===== config.mk =====
export PLATFORM = sky130hd
export DESIGN_NAME = tagdir_top
export DESIGN_NICKNAME = d
export VERILOG_FILES = /design/src/rtl/tagdir_pkg.sv /design/src/rtl/tagdir_match.sv /design/src/rtl/tagdir_lru.sv /design/src/rtl/tagdir_top.sv
export SDC_FILE = /design/constraint.sdc
export NUM_CORES = 1
export LEC_CHECK = 0
export BUFFER_PORTS_ARGS = -buffer_cell sky130_fd_sc_hd__clkbuf_2
export CORE_ASPECT_RATIO = 2
export CORE_MARGIN = 1
export CORE_UTILIZATION = 63
export CTS_BUF_LIST = sky130_fd_sc_hd__clkbuf_16
export CTS_CLUSTER_SIZE = 30
export DETAILED_ROUTE_END_ITERATION = 7
export PLACE_DENSITY = 0.8
export SLEW_MARGIN = 20
export SYNTH_ARGS = -nofsm -noshare
export SYNTH_HDL_FRONTEND = slang
export SYNTH_SLANG_ARGS = --single-unit

===== constraint.sdc =====
create_clock -name clk -period 5 [get_ports clk]
set_clock_uncertainty 0.05 [all_clocks]
set_input_delay 0.25 -clock clk [delete_from_list [all_inputs] [get_ports clk]]
set_output_delay 0.25 -clock clk [all_outputs]
set_load 0.005 [all_outputs]

===== src/rtl/tagdir_pkg.sv =====
package tagdir_pkg;
   localparam logic [2:0] PERM_NP    = 3'd0;
   localparam logic [2:0] PERM_INV   = 3'd1;
   localparam logic [2:0] PERM_RO    = 3'd2;
   localparam logic [2:0] PERM_RW    = 3'd3;
   localparam logic [2:0] PERM_STALE = 3'd4;

   typedef enum logic [3:0] {
      OP_ACCESS    = 4'd0,
      OP_AVAIL     = 4'd1,
      OP_ALLOC     = 4'd2,
      OP_DEALLOC   = 4'd3,
      OP_PROBE     = 4'd4,
      OP_PERM      = 4'd5,
      OP_LOCK_SET  = 4'd6,
      OP_LOCK_CLR  = 4'd7,
      OP_LOCK_TEST = 4'd8
   } op_e;

   localparam int REQ_LOAD   = 0;
   localparam int REQ_IFETCH = 1;
endpackage


===== src/rtl/tagdir_match.sv =====
module tagdir_match
   import tagdir_pkg::*;
#(
   parameter int WAYS  = 4,
   parameter int TAG_W = 10,
   localparam int WAY_W = $clog2(WAYS)
) (
   input  logic [WAYS-1:0]            row_valid,
   input  logic [WAYS-1:0][TAG_W-1:0] row_tag,
   input  logic [WAYS-1:0][2:0]       row_perm,
   input  logic [TAG_W-1:0]           key,
   output logic [WAYS-1:0]            match_vec,
   output logic                       present,
   output logic [WAY_W-1:0]           match_way,
   output logic                       any_free,
   output logic [WAY_W-1:0]           free_way
);
   logic [WAYS-1:0] free_vec;

   for (genvar g = 0; g < WAYS; g++) begin : g_way
      assign match_vec[g] = row_valid[g] && (row_tag[g] == key) && (row_perm[g] != PERM_NP);
      assign free_vec[g]  = !row_valid[g] || (row_perm[g] == PERM_NP);
   end

   assign present  = |match_vec;
   assign any_free = |free_vec;

   always_comb begin
      match_way = '0;
      for (int i = 0; i < WAYS; i++)
         if (match_vec[i]) match_way = WAY_W'(i);
   end

   // lowest-numbered free way wins
   always_comb begin
      free_way = '0;
      for (int i = WAYS - 1; i >= 0; i--)
         if (free_vec[i]) free_way = WAY_W'(i);
   end
endmodule


===== src/rtl/tagdir_lru.sv =====
module tagdir_lru #(
   parameter int SETS = 4,
   parameter int WAYS = 4,
   localparam int SET_W = $clog2(SETS),
   localparam int WAY_W = $clog2(WAYS)
) (
   input  logic             clk,
   input  logic             rst_n,
   input  logic             touch_en,
   input  logic [SET_W-1:0] touch_set,
   input  logic [WAY_W-1:0] touch_way,
   input  logic [SET_W-1:0] query_set,
   output logic [WAY_W-1:0] victim_way
);
   localparam logic [WAY_W-1:0] OLDEST = WAY_W'(WAYS - 1);

   logic [WAY_W-1:0] age [SETS][WAYS];
   logic [WAYS-1:0]  oldest_vec;

   always_ff @(posedge clk) begin
      if (!rst_n) begin
         for (int s = 0; s < SETS; s++)
            for (int w = 0; w < WAYS; w++)
               age[s][w] <= WAY_W'(w);
      end else if (touch_en) begin
         for (int w = 0; w < WAYS; w++) begin
            if (WAY_W'(w) == touch_way)
               age[touch_set][w] <= '0;
            else if (age[touch_set][w] < age[touch_set][touch_way])
               age[touch_set][w] <= age[touch_set][w] + 1'b1;
         end
      end
   end

   for (genvar g = 0; g < WAYS; g++) begin : g_old
      assign oldest_vec[g] = (age[query_set][g] == OLDEST);
   end

   always_comb begin
      victim_way = '0;
      for (int i = 0; i < WAYS; i++)
         if (oldest_vec[i]) victim_way = WAY_W'(i);
   end


   one_victim_chk: assert property (@(posedge clk) disable iff (!rst_n)
      $onehot(oldest_vec));
endmodule


===== src/rtl/tagdir_top.sv =====
module tagdir_top
   import tagdir_pkg::*;
#(
   parameter int ADDR_W      = 16,
   parameter int CACHE_BYTES = 1024,
   parameter int ASSOC       = 4,
   parameter int LINE_BYTES  = 64,
   parameter int IDX_LSB     = $clog2(LINE_BYTES),
   parameter int CTX_W       = 4,
   localparam int WAY_W = $clog2(ASSOC)
) (
   input  logic              clk,
   input  logic              rst_n,
   input  logic              req_valid,
   input  logic [3:0]        req_op,
   input  logic [ADDR_W-1:0] req_addr,
   input  logic [CTX_W-1:0]  req_arg,
   output logic              rsp_valid,
   output logic              rsp_hit,
   output logic              rsp_err,
   output logic [WAY_W-1:0]  rsp_way,
   output logic [ADDR_W-1:0] rsp_addr
);
   localparam int LINE_BITS = $clog2(LINE_BYTES);
   localparam int SETS      = CACHE_BYTES / ASSOC / LINE_BYTES;
   localparam int SET_W     = $clog2(SETS);
   localparam int TAG_W     = ADDR_W - LINE_BITS;
   localparam logic [CTX_W-1:0] CTX_NONE = '1;

   // elaboration checks
   if (SETS < 2 || (1 << SET_W) != SETS) begin : g_bad_sets
      $error("tagdir_top: set count must be a power of two above one");
   end
   if (ASSOC < 2) begin : g_bad_assoc
      $error("tagdir_top: ASSOC must be at least two");
   end
   if (IDX_LSB < LINE_BITS || IDX_LSB + SET_W > ADDR_W) begin : g_bad_idx
      $error("tagdir_top: index field out of range");
   end
   if (CTX_W < 3) begin : g_bad_ctx
      $error("tagdir_top: CTX_W must hold a permission code");
   end

   logic             way_v    [SETS][ASSOC];
   logic [TAG_W-1:0] way_tag  [SETS][ASSOC];
   logic [2:0]       way_perm [SETS][ASSOC];
   logic [CTX_W-1:0] way_lock [SETS][ASSOC];

   logic [SET_W-1:0] cur_set;
   logic [TAG_W-1:0] cur_tag;
   logic             unused_low;

   assign cur_set    = req_addr[IDX_LSB +: SET_W];
   assign cur_tag    = req_addr[ADDR_W-1:LINE_BITS];
   assign unused_low = ^{1'b0, req_addr[LINE_BITS-1:0]};

   logic [ASSOC-1:0]            row_valid;
   logic [ASSOC-1:0][TAG_W-1:0] row_tag;
   logic [ASSOC-1:0][2:0]       row_perm;

   always_comb begin
      for (int w = 0; w < ASSOC; w++) begin
         row_valid[w] = way_v[cur_set][w];
         row_tag[w]   = way_tag[cur_set][w];
         row_perm[w]  = way_perm[cur_set][w];
      end
   end

   logic [ASSOC-1:0] match_vec;
   logic             present;
   logic             any_free;
   logic [WAY_W-1:0] match_way;
   logic [WAY_W-1:0] free_way;
   logic [WAY_W-1:0] victim_way;

   tagdir_match #(.WAYS(ASSOC), .TAG_W(TAG_W)) i_match (
      .row_valid (row_valid),
      .row_tag   (row_tag),
      .row_perm  (row_perm),
      .key       (cur_tag),
      .match_vec (match_vec),
      .present   (present),
      .match_way (match_way),
      .any_free  (any_free),
      .free_way  (free_way)
   );

   logic             touch_en;
   logic [WAY_W-1:0] touch_way;

   tagdir_lru #(.SETS(SETS), .WAYS(ASSOC)) i_lru (
      .clk        (clk),
      .rst_n      (rst_n),
      .touch_en   (touch_en),
      .touch_set  (cur_set),
      .touch_way  (touch_way),
      .query_set  (cur_set),
      .victim_way (victim_way)
   );

   // command decode
   logic             c_hit, c_err;
   logic [WAY_W-1:0] c_way;
   logic [ADDR_W-1:0] c_addr;
   logic             do_alloc, do_dealloc, do_perm, do_lock;
   logic [CTX_W-1:0] lock_val;
   logic [2:0]       hit_perm;
   logic             read_type;

   assign hit_perm  = way_perm[cur_set][match_way];
   assign read_type = (int'(req_arg) == REQ_LOAD) || (int'(req_arg) == REQ_IFETCH);

   always_comb begin
      c_hit      = 1'b0;
      c_err      = 1'b0;
      c_way      = '0;
      c_addr     = '0;
      do_alloc   = 1'b0;
      do_dealloc = 1'b0;
      do_perm    = 1'b0;
      do_lock    = 1'b0;
      lock_val   = CTX_NONE;
      touch_en   = 1'b0;
      touch_way  = match_way;
      if (req_valid) begin
         case (req_op)
            OP_ACCESS: begin
               if (present) begin
                  c_way    = match_way;
                  touch_en = 1'b1;
                  c_hit    = (hit_perm == PERM_RW) || (hit_perm == PERM_RO && read_type);
               end
            end
            OP_AVAIL: c_hit = present || any_free;
            OP_ALLOC: begin
               if (present || !any_free) c_err = 1'b1;
               else begin
                  c_hit     = 1'b1;
                  c_way     = free_way;
                  do_alloc  = 1'b1;
                  touch_en  = 1'b1;
                  touch_way = free_way;
               end
            end
            OP_DEALLOC: begin
               if (!present) c_err = 1'b1;
               else begin
                  c_hit      = 1'b1;
                  c_way      = match_way;
                  do_dealloc = 1'b1;
               end
            end
            OP_PROBE: begin
               if (present || any_free) c_err = 1'b1;
               else begin
                  c_hit  = 1'b1;
                  c_way  = victim_way;
                  c_addr = {way_tag[cur_set][victim_way], {LINE_BITS{1'b0}}};
               end
            end
            OP_PERM: begin
               if (!present || req_arg > CTX_W'(PERM_STALE)) c_err = 1'b1;
               else begin
                  c_hit   = 1'b1;
                  do_perm = 1'b1;
               end
            end
            OP_LOCK_SET, OP_LOCK_CLR: begin
               if (!present) c_err = 1'b1;
               else begin
                  c_hit    = 1'b1;
                  do_lock  = 1'b1;
                  lock_val = (req_op == OP_LOCK_SET) ? req_arg : CTX_NONE;
               end
            end
            OP_LOCK_TEST: begin
               if (!present) c_err = 1'b1;
               else c_hit = (way_lock[cur_set][match_way] == req_arg);
            end
            default: c_err = 1'b1;
         endcase
      end
   end

   logic [2:0] new_perm;
   logic       perm_drops_lock;

   assign new_perm        = req_arg[2:0];
   assign perm_drops_lock = (new_perm == PERM_INV) || (new_perm == PERM_NP) ||
                            (new_perm == PERM_STALE);

   always_ff @(posedge clk) begin
      if (!rst_n) begin
         for (int s = 0; s < SETS; s++)
            for (int w = 0; w < ASSOC; w++) begin
               way_v[s][w]    <= 1'b0;
               way_tag[s][w]  <= '0;
               way_perm[s][w] <= PERM_NP;
               way_lock[s][w] <= CTX_NONE;
            end
      end else begin
         if (do_alloc) begin
            way_v[cur_set][free_way]    <= 1'b1;
            way_tag[cur_set][free_way]  <= cur_tag;
            way_perm[cur_set][free_way] <= PERM_INV;
            way_lock[cur_set][free_way] <= CTX_NONE;
         end
         if (do_dealloc) begin
            way_v[cur_set][match_way]    <= 1'b0;
            way_perm[cur_set][match_way] <= PERM_NP;
            way_lock[cur_set][match_way] <= CTX_NONE;
         end
         if (do_perm) begin
            way_perm[cur_set][match_way] <= new_perm;
            if (perm_drops_lock) way_lock[cur_set][match_way] <= CTX_NONE;
         end
         if (do_lock) way_lock[cur_set][match_way] <= lock_val;
      end
   end

   always_ff @(posedge clk) begin
      if (!rst_n) begin
         rsp_valid <= 1'b0;
         rsp_hit   <= 1'b0;
         rsp_err   <= 1'b0;
         rsp_way   <= '0;
         rsp_addr  <= '0;
      end else begin
         rsp_valid <= req_valid;
         rsp_hit   <= c_hit;
         rsp_err   <= c_err;
         rsp_way   <= c_way;
         rsp_addr  <= c_addr;
      end
   end


   rsp_follows_req_chk: assert property (@(posedge clk) disable iff (!rst_n)
      req_valid |=> rsp_valid);

   rsp_idle_chk: assert property (@(posedge clk) disable iff (!rst_n)
      !req_valid |=> !rsp_valid);

   err_no_hit_chk: assert property (@(posedge clk) disable iff (!rst_n)
      rsp_err |-> (!rsp_hit && rsp_valid));

   unique_line_chk: assert property (@(posedge clk) disable iff (!rst_n)
      $onehot0(match_vec));

   probe_only_full_chk: assert property (@(posedge clk) disable iff (!rst_n)
      (req_valid && req_op == OP_PROBE && any_free) |=> rsp_err);
endmodule


==> results of run 1 <==
per-stage QoR:
stage               cell area [um2]  instances  power [W]  hold slack [ps]  setup slack [ps]
finish                        18700       1777    0.00589              122               698
global route                  18700       1777    0.00602              125               440
CTS                           18700       1777    0.00588              105               758
detailed placement            17800       1726    0.00376              484               194
global placement              17800       1726    0.00375              451               285
floorplan                     17000       1369    0.00357              420               622
cell usage in the layout, fill, tap and decap left out, drive strengths merged, types with 7 or more instances in the layout:
master,netlist,final
and3,102,102
inv,9,10
conb,1,22
or3,8,8
nor4,12,12
edfxtp,319,319
buf,29,99
xor2,14,14
o22ai,7,7
xnor2,28,28
a21oi,38,38
nor2b,7,7
mux4,79,79
or2,8,8
and2,49,49
nand2,134,134
dfxtp,16,16
o21ai,70,70
nor2,142,142
clkbuf,90,62
mux2i,20,20
nand4,7,7
o21bai,9,9
nand3,8,8
nand2b,11,11
a211oi,16,16
nor3,28,28
clkinv,1,15
how the worst max path moves through the flow:
stage	start	end	slack [ps]	cells after the start
floorplan	req_addr[6]	way_lock[0][0]	620	12
global placement	req_addr[6]	i_lru.age[1][6]	280	13
detailed placement	req_addr[6]	i_lru.age[2][6]	190	13
CTS	way_tag[3][14]	i_lru.age[1][6]	760	11
global route	req_addr[6]	i_lru.age[3][6]	440	13
finish	way_tag[3][14]	i_lru.age[1][6]	700	11
logic make-up after synthesis:
family | count (synthesis) | share of synthesized area, %
simple gates | 543 | 16.3
compound gates | 190 | 7.30
other cells | 1 | 0.0221
fa+ha+maj | 5 | 0.347
xor+xnor | 42 | 2.26
buf+inv | 129 | 3.44
mux | 103 | 11.9
flops | 335 | 58.4
critical path: cells and delay by family, from the launching register on:
family / cells / cell delay (ps)
compound gates: 5 / 1600
xor+xnor: 1 / 190
flops: 1 / 400
mux: 1 / 520
simple gates: 4 / 1260
sequential cells by signal, summed over array words and instances, names as in the netlist:
name / flops
rsp_hit: 1
way_tag: 160
way_lock: 64
way_v: 16
rsp_addr: 10
rsp_valid: 1
way_perm: 48
i_lru.age: 32
rsp_err: 1
rsp_way: 2
layer usage:
metal	global-route usage, %	vias up	share of wire, %
met5	0	-	0
li1	-	5148	-
met3	4.40	184	7.1
met1	36.0	5739	32
met4	27.6	0	7.9
met2	62.5	641	53
final cells by class:
type	count	share of cell area (%)
multi-input combinational	905	35.0
clock inverter	22	0.921
sequential	335	52.8
inverter	10	0.200
tap	344	2.30
timing repair buffer	132	4.87
clock buffer	29	3.87
power by group:
| group | internal (W) | switching [W] | total [W] | leakage, nW |
|---|---|---|---|---|
| sequential | 0.00313 | 0.0000267 | 0.00316 | 3.13 |
| combinational | 0.000193 | 0.000361 | 0.000554 | 3.02 |
| clock | 0.00116 | 0.00101 | 0.00217 | 0.435 |
| total | 0.00449 | 0.00140 | 0.00589 | 6.58 |
==> flow_summary.toml, run 1 <==
[critical_path]
cp_max_fo = 8
critical_path.max_stage_delay_ps = 540
reg2reg_slack_ps = 700
ff2ff_path_depth = 11
cpMostUsedCell = "or3_1"
cp-start-kind = "register"
worstPathRequired_ps = 5230
regToRegEndpoint = "i_lru.age[1][6]"
critical_path_class = "reg -> reg"
end_kind = "register"
r2r_start = "way_tag[3][14]"
arrival_ps = 4530
cp_slowest_cell = "a211oi_1"
path_cells = "mux4_2 > xor2_1 > or3_1 > or3_1 > o21ai_2 > nor3b_2 > nor3_2 > a21boi_1 > o22ai_1 > a211oi_1 > a21oi_1"

[sta]
finalCritPeriodShare_pct = 86.0
relSlewSlack_pct = 36.2
hold_viol_final = 0
tightestPinTransition_ps = 957
slew_viol_final = 0
setup_viol = 0
post-route-min-period_ps = 4300
rsz0062_at_grt = "no"
finalSetupTns_ps = 0
max_freq_mhz = 232

[floorplanning]
dieArea_um2 = 27600
fp.dieW_um = 118
die_h_um = 234
num_rows = 84
start_util_pct = 64.3
ioPinCount = 48
core_area_um2 = 26400

[power]
max-vdd-ir-drop_mv = 0.329
powerDensity_nw_per_um2 = 314
p_leak_nw = 6.58

[layout]
multi_input_area_um2 = 6570
num-nets-final = 1442
antenna_cells = 0
fillers = 1813
area_growth_pct = 10.6
drive_gt1_share_pct = 20.7
seq_area_um2 = 9900
finish.utilization_pct = 71.1

[routing]
wl_per_cell_um = 25.9
ant_nets = 0
wl_um = 46100
num_vias = 11700
first_pass_iters = 6
vias_per_cell = 6.59
drc = 0
detail_route.iter0.violations = 1258

[clocking]
cts.sinks = 335
clkLatencyLatePin_ps = 570
clockBufferDepth = 3
cts-buffers-inserted = 28
cts_tree = "built"
ctsResizeCount = 0
htreeDepth = 1
cts_hold_buf = 0
clk_pin_slew_ps = 70
cts_setup_buffers = 0
cts_root_buf = "clkbuf_16"

[placement]
port_buffers = 35
dpl.hpwl_um = 32600
place_congestion = 0.962

[grt]
grt_pass1_vias = 12300
grt_max_degree = 74
grt_pass1_wl_um = 69900
antenna_found_initial = 0
grt_usage_pct = 34.5
gr-total-overflow = 0

[synthesis]
synth.most_common_cell = "edfxtp_1"
synth_cell_types = 82
yosys-top-cells-area = "edfxtp_1 (56%), mux4_2 (10%), and3_1 (3.8%), nor2_1 (3.1%), nand2_1 (3.0%)"
netlist_area_um2 = 17000
synth_flop_cell = "edfxtp_1"
synth_seq_cells = 335
ys_warn_count = 0
syn_inst = 1348
yosysTopAreaCell = "edfxtp_1"
synthArstFlopShare_pct = 0
avgSynthCellArea_um2 = 12.6
yosysTopAreaCellShare_pct = 56.5
synthTopCellsByCount = "edfxtp_1 (319), nor2_1 (138), nand2_1 (134), and3_1 (102), clkbuf_1 (90)"
ys_seq_area_share_pct = 58.4
synth-edff-count = 319

[min_path]
min_to = "rsp_err"
holdPathStages = 3
hp-start = "req_op[0]"
min_path_type = "in -> reg"

[job]
cap_violations = 0

[outcome]
status = "completed"
(Power assumes the default switching activity.)
==> inputs of run 2 (changes only) <==
CORE_UTILIZATION = 65   (was 63)
PLACE_DENSITY = 0.83   (was 0.8)
clock period = 5.6 ns   (was 5 ns; I/O delays follow)
==> run 2 against run 1 <==
Net effect: total power fell by 11%; setup slack improved by 410 ps; sequential cell count did not move; combinational power fell by 13%; cell area fell by 1.5%.
==> flow_summary.toml, run 2 (synthesized netlist as in run 1, its figures left out) <==
[critical_path]
cp-start-kind = "input pin"
end_kind = "register"
worstPathRequired_ps = 5830
arrival_ps = 4720
critical_path.max_stage_delay_ps = 620
cp_max_fo = 49
path_cells = "buf_6 > buf_12 > mux4_2 > o31ai_2 > or4_1 > o2111ai_4 > o41ai_4 > a211o_1 > o21bai_4 > o22ai_1 > a211oi_1 > a21oi_1"
cp_slowest_cell = "o31ai_2"
critical_path_class = "in -> reg"

[power]
p_leak_nw = 6.43
max-vdd-ir-drop_mv = 0.258
powerDensity_nw_per_um2 = 282

[layout]
antenna_cells = 0
finish.utilization_pct = 72.0
num-nets-final = 1407
drive_gt1_share_pct = 17.9
area_growth_pct = 8.95
top_regs = "way_tag x160, way_lock x64, way_perm x48"
largest_reg_flops = 160
layout_commonest_cell = "edfxtp_1"
final_cell_count_no_fill = 1739
regMostFlops = "way_tag"
most-common-layout-cells = "edfxtp_1 (319), nor2_1 (136), nand2_1 (134), and3_1 (102), mux4_2 (79)"

[floorplanning]
dieArea_um2 = 26800
fp.dieW_um = 116
start_util_pct = 66.1
ioPinCount = 48
die_h_um = 230
num_rows = 83
core_area_um2 = 25700

[clocking]
cts-buffers-inserted = 28
clockBufferDepth = 3
clk_pin_slew_ps = 70
cts_hold_buf = 0
clkLatencyLatePin_ps = 570
htreeDepth = 1
ctsResizeCount = 0
cts_setup_buffers = 0
cts_tree = "built"
cts.sinks = 335
cts_root_buf = "clkbuf_16"

[sta]
max_freq_mhz = 223
slew_viol_final = 0
relSlewSlack_pct = 36.2
finalCritPeriodShare_pct = 80.2
setup_slack_ps = 1110
finalSetupTns_ps = 0
setup_viol = 0
holdWs_ps = 135
hold_viol_final = 0
rsz0062_at_grt = "no"
post-route-min-period_ps = 4490
tightestPinTransition_ps = 957

[outcome]
status = "completed"

[routing]
ant_nets = 0
vias_per_cell = 6.73
detail_route.iter0.violations = 1317
num_vias = 11700
wl_per_cell_um = 25.4
drc = 0
wl_um = 44100
first_pass_iters = 6

[grt]
antenna_found_initial = 0
gr-total-overflow = 0
grt_pass1_vias = 12100
grt_usage_pct = 34.9
grt_pass1_wl_um = 67400
grt_max_degree = 74

[min_path]
min_path_type = "in -> reg"

[placement]
dp_cells = 1687
port_buffers = 35
place_congestion = 0.965
dp_slack_ps = 598
dpl.hpwl_um = 30100

[job]
cap_violations = 0
run 2: worst paths after layout:
path / startpoint / to / slack (ps) / cells past startpoint
min: req_op[0] / rsp_err / 130 / 3
min reg2reg: way_v[2][3] / way_v[2][3] / 620 / 2
max reg2reg: way_tag[3][14] / i_lru.age[0][5] / 1130 / 11
max: req_addr[6] / i_lru.age[3][0] / 1110 / 12
run 2: through the flow:
step | total power [W] | instance area (um2)
after floorplan | 0.00319 | 17000
after detailed placement | 0.00334 | 17600
after global routing | 0.00532 | 18500
after global placement | 0.00333 | 17600
final | 0.00521 | 18500
after CTS | 0.00520 | 18500
run 2: layout make-up:
type,count,area [um2]
sequential,335,9900
timing repair buffer,97,662
fill,1683,7180
multi-input combinational,905,6570
clock buffer,29,726
tap,340,425
clock inverter,23,153
inverter,10,37.5
run 2: metal layers:
layer  vias to the layer above  GRT usage, %  part of all wire, %
met1                      5703          37.5                   31
met5                         -             0                    0
met3                       207          5.46                  8.0
li1                       5077             -                    -
met2                       709          60.3                   53
met4                         0          26.7                  8.1
run 2: worst max-delay path: cells and delay by family:
family | cells | cell delay [ps]
simple gates | 1 | 330
mux | 1 | 580
buf+inv | 2 | 730
compound gates | 8 | 2750
run 2: where the power goes:
group / leakage [nW] / switching (W) / total, W / internal [W]
clock network: 0.451 / 0.000881 / 0.00191 / 0.00103
registers: 3.13 / 0.0000222 / 0.00282 / 0.00280
logic: 2.85 / 0.000318 / 0.000482 / 0.000164
